==> config.mk <==
export PLATFORM = sky130hd
export DESIGN_NAME = spi_regport
export DESIGN_NICKNAME = d
export VERILOG_FILES = /design/src/rtl/spi_regport.sv
export SDC_FILE = /design/constraint.sdc
export NUM_CORES = 1
export LEC_CHECK = 0
export BUFFER_PORTS_ARGS = -buffer_cell sky130_fd_sc_hd__buf_2
export CORE_UTILIZATION = 55
export CTS_CLUSTER_SIZE = 10
export DETAILED_ROUTE_END_ITERATION = 8
export PLACE_DENSITY = 0.83
export SYNTH_ARGS = -nofsm -noshare
export SYNTH_HDL_FRONTEND = slang
export SYNTH_SLANG_ARGS = --single-unit
==> constraint.sdc <==
create_clock -name clk -period 2.4 [get_ports clk]
set_input_delay 0.12 -clock clk [delete_from_list [all_inputs] [get_ports clk]]
set_output_delay 0.12 -clock clk [all_outputs]
set_load 0.05 [all_outputs]
==> src/rtl/spi_regport.sv <==
module spi_regport #(
  parameter int ADDR_W = 6,
  parameter int DATA_W = 16
) (
  input  logic                clk,
  input  logic                rst_n,
  input  logic                sclk,
  input  logic                cs_n,
  input  logic                din,
  output logic                dout,
  output logic                dout_en,
  output logic                rb_wr_en,
  output logic [ADDR_W-2:0]   rb_wr_word,
  output logic                rb_wr_upper,
  output logic [DATA_W/2-1:0] rb_wr_data,
  output logic [ADDR_W-2:0]   rb_rd_word,
  input  logic [DATA_W-1:0]   rb_rd_data
);
  localparam int BYTE_W = DATA_W / 2;
  localparam int CNT_W  = $clog2(DATA_W + 1);
  localparam int HDR_N  = 2 + ADDR_W;
  localparam int RX_W   = BYTE_W - 1;

  logic [2:0]        sclk_sync, cs_sync;
  logic [1:0]        din_sync;
  logic [CNT_W-1:0]  bit_cnt;
  logic [RX_W-1:0]   rx_sh;
  logic [DATA_W-1:0] tx_sh, next_tx;
  logic [1:0]        cmd_q;
  logic [ADDR_W-1:0] addr_q;
  logic              dout_bit, done;

  wire din_q     = din_sync[1];
  wire cs_act    = ~cs_sync[1];
  wire cs_act_d  = ~cs_sync[2];
  wire sclk_rise = cs_act & sclk_sync[1] & ~sclk_sync[2];
  wire sclk_fall = cs_act & ~sclk_sync[1] & sclk_sync[2];
  wire in_frame  = bit_cnt < CNT_W'(DATA_W);

  assign dout        = dout_bit;
  assign dout_en     = ~cs_n;
  assign rb_wr_word  = addr_q[ADDR_W-1:1];
  assign rb_wr_upper = addr_q[0];
  assign rb_rd_word  = addr_q[ADDR_W-1:1];

  always_ff @(posedge clk or negedge rst_n) begin
    if (!rst_n) begin
      sclk_sync <= '1;
      cs_sync   <= '1;
      din_sync  <= '0;
    end else begin
      sclk_sync <= {sclk_sync[1:0], sclk};
      cs_sync   <= {cs_sync[1:0], cs_n};
      din_sync  <= {din_sync[0], din};
    end
  end

  always_ff @(posedge clk or negedge rst_n) begin
    if (!rst_n) begin
      bit_cnt    <= '0;
      rx_sh      <= '0;
      tx_sh      <= '0;
      next_tx    <= '0;
      cmd_q      <= '0;
      addr_q     <= '0;
      dout_bit   <= 1'b0;
      done       <= 1'b0;
      rb_wr_en   <= 1'b0;
      rb_wr_data <= '0;
    end else begin
      rb_wr_en <= 1'b0;
      if (cs_act && !cs_act_d) begin
        bit_cnt  <= '0;
        tx_sh    <= next_tx;
        dout_bit <= 1'b0;
        done     <= 1'b0;
      end else if (!cs_act && cs_act_d) begin
        if (!done) next_tx <= '0;
      end else if (cs_act && in_frame) begin
        if (sclk_fall) begin
          dout_bit <= tx_sh[DATA_W-1];
          tx_sh    <= {tx_sh[DATA_W-2:0], 1'b0};
        end
        if (sclk_rise) begin
          rx_sh   <= {rx_sh[RX_W-2:0], din_q};
          bit_cnt <= bit_cnt + 1'b1;
          if (bit_cnt == CNT_W'(HDR_N - 1)) begin
            cmd_q  <= rx_sh[RX_W-1 -: 2];
            addr_q <= {rx_sh[ADDR_W-2:0], din_q};
          end
          if (bit_cnt == CNT_W'(DATA_W - 1)) begin
            done <= 1'b1;
            if (cmd_q == 2'b10) begin
              rb_wr_en   <= 1'b1;
              rb_wr_data <= {rx_sh, din_q};
              next_tx    <= '0;
            end else if (cmd_q == 2'b00) begin
              next_tx <= rb_rd_data;
            end else begin
              next_tx <= '0;
            end
          end
        end
      end
    end
  end
endmodule

==> out/metrics.cfg, run 1 <==
[status]
status=completed

[sta]
maxSlewViolCount=0
hold_viol=0
tightest_slew_ps=708
totalNegativeSetupSlack_ps=0
worst_slack_ps=294
setup_violations=0
rsz0062_at_grt=false
worst_clock_skew_ps=13.6
whs_ps=10.4
min_period_ps=2110
relSlewSlack_pct=52.8
period_share_pct=87.8
max_freq_ghz=0.475

[synthesis]
synth-compound-area-share_pct=3.13
synthTopCellsByArea=dfrtp_1 51%, mux2_2 16%, mux2i_1 5.3%
ys.flop_type=dfrtp_1
ys_ff_latch=71
ys_types=37
synth_enable_flop_cells=0
yosys.area_share.simple_pct=8.46
ys_seq_area_share_pct=55.9
yosys.area_share.xor_xnor_pct=0
synth_fa_ha_area_share_pct=1.96
synth-async-reset-ratio_pct=100
syn_inst=241
yosys_warnings=0
yosysTopAreaCell=dfrtp_1
synth_area_per_cell_um2=13.3
yosys-mux-area-fraction_pct=25.1
syn_nets=267
synth_top_family_by_area=multiplexers
synth_top_area_share_pct=50.9
synthesis.area_um2=3190

[floorplan]
dieArea_um2=6120
die_h_um=78.2
rows=27
floorplan.initialDensity_pct=57.7
ios=43
core_area_um2=5540
die_w_um=78.2

[grt]
antenna_found_initial=0
track_usage_pct=20.8
grt_max_degree=42
grt_pass1_vias=2022
grt_pass1_wl_um=9660
globalRoute.totalOverflow=0

[worst_setup_path]
cp.arrival_ps=2360
crit_start=cs_sync[1]
crit_path_start_kind=register
critPathTopFamily=flip-flops
path_buf_inv=3
crit_top_cell=buf_4
cp_cell_sequence=inv_1 > ha_1 > buf_4 > a21oi_1 > o211a_1 > buf_4 > mux2i_1
cp.required_ps=2650
r2r-start=cs_sync[1]
crit_path_max_fanout=16
slowest_stage=dfstp_2
cp.depth=7
worstSetupPathType=register to register
max_stage_delay_ps=660
r2r_cells=7
endpoint_kind=register

[drt]
first_iter_violations=122
wl_per_cell_um=15.1
drc=0
dr.pass1.iters=4
vias=1960
wl_um=5570
viasPerCell=5.30
drtAntennaViolNets=0

[job]
max_cap_viol_count=0

[final_layout]
nets=319
layout_commonest_cell=dfrtp_1
drive_above_1_share_pct=43.6
diodes=0
syn_to_final_growth_pct=16.6
final_cell_mix=65 x dfrtp_1, 44 x mux2_2, 42 x buf_2

[power]
power_leakage_nw=1.93
finalPower_mw=3.18
vdd_drop_max_mv=0.560
p_per_area_nw_per_um2=853

[worst_hold_path]
min_path_type=input pin to register
whs_path_depth=3
hp-start=rb_rd_data[8]

[clocking]
postCtsSetupBuffers=0
ctsHoldBuffers=5
clkSinkCount=71
htreeDepth=3
numCtsBuffers=9
insertion_delay_ps=340
cts.clk_slew.worst_paths_ps=80
cts_tree=yes
cts_root_buffer=clkbuf_8
cts-resized-gates=0
cts_buffer_depth=2

[placement]
place_congestion=0.777
dpl_worst_slack_ps=342
dp_hpwl_um=3670
port_buffers=42

registers in the layout, indices dropped and copies added, names as in the netlist:
signal      flops
rb_wr_data      8
addr_q          6
rx_sh           7
rb_wr_en        1
cs_sync         3
next_tx        16
dout            1
done            1
tx_sh          16
cmd_q           2
din_sync        2
bit_cnt         5
sclk_sync       3
kinds of logic after synthesis:
kind of cell | after synthesis
fa+ha+maj | 5
buf+inv | 37
flops | 71
simple gates | 45
mux | 70
compound gates | 13
report_power, final:
part / switching (mW) / total [mW] / internal [mW]
Combinational: 0.245 / 0.602 / 0.357
Sequential: 0.172 / 1.62 / 1.45
Clock: 0.465 / 0.955 / 0.490
Total: 0.882 / 3.18 / 2.30
worst reg2reg max path: cells and delay by family, from the launching register on:
kind / cells / cell delay (ps)
flip-flops: 1 / 660
adder cells (fa/ha/maj): 1 / 220
AO/OA/AOI/OAI: 2 / 320
multiplexers: 1 / 260
buffers and inverters: 3 / 550
layer usage:
metal / GRT usage [%] / vias to the layer above / wire (um)
met1: 26.6 / 991 / 2480
li1: - / 925 / -
met2: 34.4 / 40 / 2860
met4: 6.48 / 0 / 42
met5: 0 / - / 0
met3: 5.58 / 4 / 198
area by class of cell:
class | instances | area, um2
Fill cell | 406 | 1810
Sequential cell | 71 | 1780
Inverter | 24 | 90.1
Tap cell | 72 | 90.1
Multi-Input combinational cell | 133 | 1230
Timing Repair Buffer | 54 | 325
Clock buffer | 9 | 124
Clock inverter | 7 | 78.8
cell usage after synthesis, drive strengths merged, types with 3 or more instances:
cell type and instances:
nand2 21, nor2b 3, inv 24, dfrtp 65, buf 8, dfstp 6, mux2i 17, clkbuf 5
and3 3, mux2 53, ha 5, a21oi 4
metrics by stage:
stage	utilization, %	cell area (um2)	instances
CTS	67.3	3730	370
global route	67.3	3730	370
floorplan	-	3190	241
global placement	62.7	3470	349
finish	67.3	3730	370
detailed placement	62.7	3470	349
path summary, 6_finish.rpt:
kind	slack [ps]	endpoint
hold / removal	10	next_tx[8]
setup reg to reg	290	next_tx[2]
min in group asynchronous	370	next_tx[5]
max in group asynchronous	1310	sclk_sync[0]
hold reg to reg	350	cs_sync[1]
setup / recovery	290	next_tx[2]
Note: power is estimated with default switching activity, not from simulation.
==> run 2: changes to the inputs <==
--- a/config.mk
+++ b/config.mk
@@ -6,10 +6,12 @@
 export NUM_CORES = 1
 export LEC_CHECK = 0
 export BUFFER_PORTS_ARGS = -buffer_cell sky130_fd_sc_hd__buf_2
-export CORE_UTILIZATION = 55
+export CELL_PAD_IN_SITES_DETAIL_PLACEMENT = 0
+export CELL_PAD_IN_SITES_GLOBAL_PLACEMENT = 1
+export CORE_UTILIZATION = 46
 export CTS_CLUSTER_SIZE = 10
 export DETAILED_ROUTE_END_ITERATION = 8
-export PLACE_DENSITY = 0.83
+export PLACE_DENSITY = 0.84
 export SYNTH_ARGS = -nofsm -noshare
 export SYNTH_HDL_FRONTEND = slang
 export SYNTH_SLANG_ARGS = --single-unit
==> run 2 against run 1 <==
Compared with the run above:
- clock power rose by 13%
- via count fell by 4.9%
- clock skew fell by 7.2 ps
- sequential share of layout area fell by 0.30 points
- non-clock buffer count fell by 2
- sequential cell count did not move
- highest routed layer unchanged
==> out/metrics.cfg, run 2 (synthesis gave the netlist of run 1 again) <==
[floorplan]
core_area_um2=6760  ; +22%
floorplan.initialDensity_pct=47.3  ; -10 points
die_w_um=85.3  ; +9.1%
ios=43  ; unchanged
die_h_um=85.3  ; +9.1%
dieArea_um2=7280  ; +19%
rows=30  ; +11%

[grt]
antenna_found_initial=0  ; unchanged
grt_max_degree=45  ; +7.1%
track_usage_pct=16.6  ; -4.2 points
grt_pass1_wl_um=9300  ; -3.7%
grt_pass1_vias=2001  ; -1.0%
globalRoute.totalOverflow=0  ; unchanged

[placement]
place_congestion=0.710  ; -8.6%
dp_hpwl_um=3580  ; -2.6%
port_buffers=42  ; unchanged
dpl_worst_slack_ps=408  ; +66.6 ps

[clocking]
insertion_delay_ps=340  ; about the same
numCtsBuffers=9  ; unchanged
htreeDepth=3  ; unchanged
postCtsSetupBuffers=0  ; unchanged
cts_root_buffer=clkbuf_8
cts_buffer_depth=2  ; unchanged
clkSinkCount=71  ; unchanged
cts_tree=yes
cts.clk_slew.worst_paths_ps=80  ; about the same

[sta]
totalNegativeSetupSlack_ps=0  ; unchanged
rsz0062_at_grt=false
tightest_slew_ps=662  ; -46.5 ps
max_freq_ghz=0.503  ; +6.0%
relSlewSlack_pct=55.9  ; +3.1 points
worst_slack_ps=413  ; +120 ps
min_period_ps=1990  ; -120 ps
setup_violations=0  ; unchanged
hold_viol=0  ; unchanged
worst_clock_skew_ps=6.31  ; -7.24 ps
period_share_pct=82.8  ; -5.0 points
maxSlewViolCount=0  ; unchanged

[worst_setup_path]
crit_path_start_kind=register
crit_path_max_fanout=17  ; +1
endpoint_kind=register
cp.required_ps=2630  ; -20 ps
cp.arrival_ps=2210  ; -150 ps
worstSetupPathType=register to register

[final_layout]
multiInputGateArea_um2=1240  ; +0.41%
seqCellArea_um2=1780  ; unchanged
drive_above_1_share_pct=43.9  ; +0.29 points
fill_cells=578  ; +42%
diodes=0  ; unchanged
nets=317  ; -0.63%
final_cell_mix=65 x dfrtp_1, 44 x mux2_2, 42 x buf_2
reg_top3=next_tx: 16 flops, tx_sh: 16 flops, rb_wr_data: 8 flops
syn_to_final_growth_pct=17.4
layout_commonest_cell=dfrtp_1

[drt]
wl_um=5310  ; -4.8%
dr.pass1.iters=4  ; unchanged
drtAntennaViolNets=0  ; unchanged
viasPerCell=4.96  ; -6.4%
vias=1864  ; -4.9%
wl_per_cell_um=14.1  ; -6.3%
drc=0  ; unchanged
first_iter_violations=84  ; -31%

[status]
status=completed

[job]
max_cap_viol_count=0  ; unchanged

[power]
vdd_drop_max_mv=0.602  ; +7.5%
p_per_area_nw_per_um2=875  ; +2.5%
power_leakage_nw=1.93  ; about the same

[worst_hold_path]
min_path_type=input pin to register

==> run 2: changes by cell type in the layout (fill, tap and decap cells not counted), sizes merged <==
cell | before | now
buf | 49 | 48
dlygate4sd3 | 5 | 4
clkinv | 4 | 2
clkinvlp | 0 | 1
bufinv | 1 | 2
==> run 2: stage by stage <==
step / power (mW) / util [%] / cell area [um2] / cells / hold WS [ps]
final: 3.28 / 55.5 / 3750 / 376 / 10.1
after CTS: 3.32 / 55.5 / 3750 / 376 / 0.666
after global routing: 3.46 / 55.5 / 3750 / 376 / 0.593
after global placement: 2.19 / 51.5 / 3480 / 356 / 184
after floorplan: 2.06 / - / 3190 / 241 / -176
after detailed placement: 2.22 / 51.5 / 3480 / 356 / 185
==> run 2: per-layer routing <==
layer	share of wire (%)	vias up	global-route usage (%)	routed length [um]
li1	-	920	-	-
met1	49	908	21.7	2590
met3	2.8	6	3.79	146
met2	47	30	26.7	2500
met5	0	-	0	0
met4	1.3	0	7.27	69
==> run 2: what timing repair did <==
action / in CTS / in global routing
endpoints found under the hold margin: 30 / 0
resized for setup: 0 / 0
hold buffers: 4 / 0
==> run 2: worst max-delay path, cell delays in order (launching register included) <==
cell	delay (ps)
dfstp_2	570
or4b_4	490
a21oi_4	150
buf_4	290
mux2_2	380
==> run 2: worst paths after layout <==
kind	startpoint	to	slack (ps)	cells past startpoint
setup / recovery	sclk_sync[2]	tx_sh[6]	410	4
hold / removal	rb_rd_data[10]	next_tx[10]	10	3
setup reg to reg	sclk_sync[2]	tx_sh[6]	410	4
hold reg to reg	sclk_sync[0]	sclk_sync[1]	360	0
max in group asynchronous	rst_n	cs_sync[2]	1340	3
min in group asynchronous	rst_n	addr_q[4]	340	2
==> run 2: cell type report <==
type                    instances  share of cell area (%)
flip-flops and latches         71                    47.6
multi-input cells             133                    33.0
repair buffers                 52                    8.21
clock buffers                   9                    3.30
clock inverters                 7                    2.80
well taps                      80                    2.67
inverters                      24                    2.40
==> run 2: power breakdown <==
part           switching [mW]  internal (mW)
clock network           0.480          0.599
registers               0.166           1.45
logic                   0.232          0.354
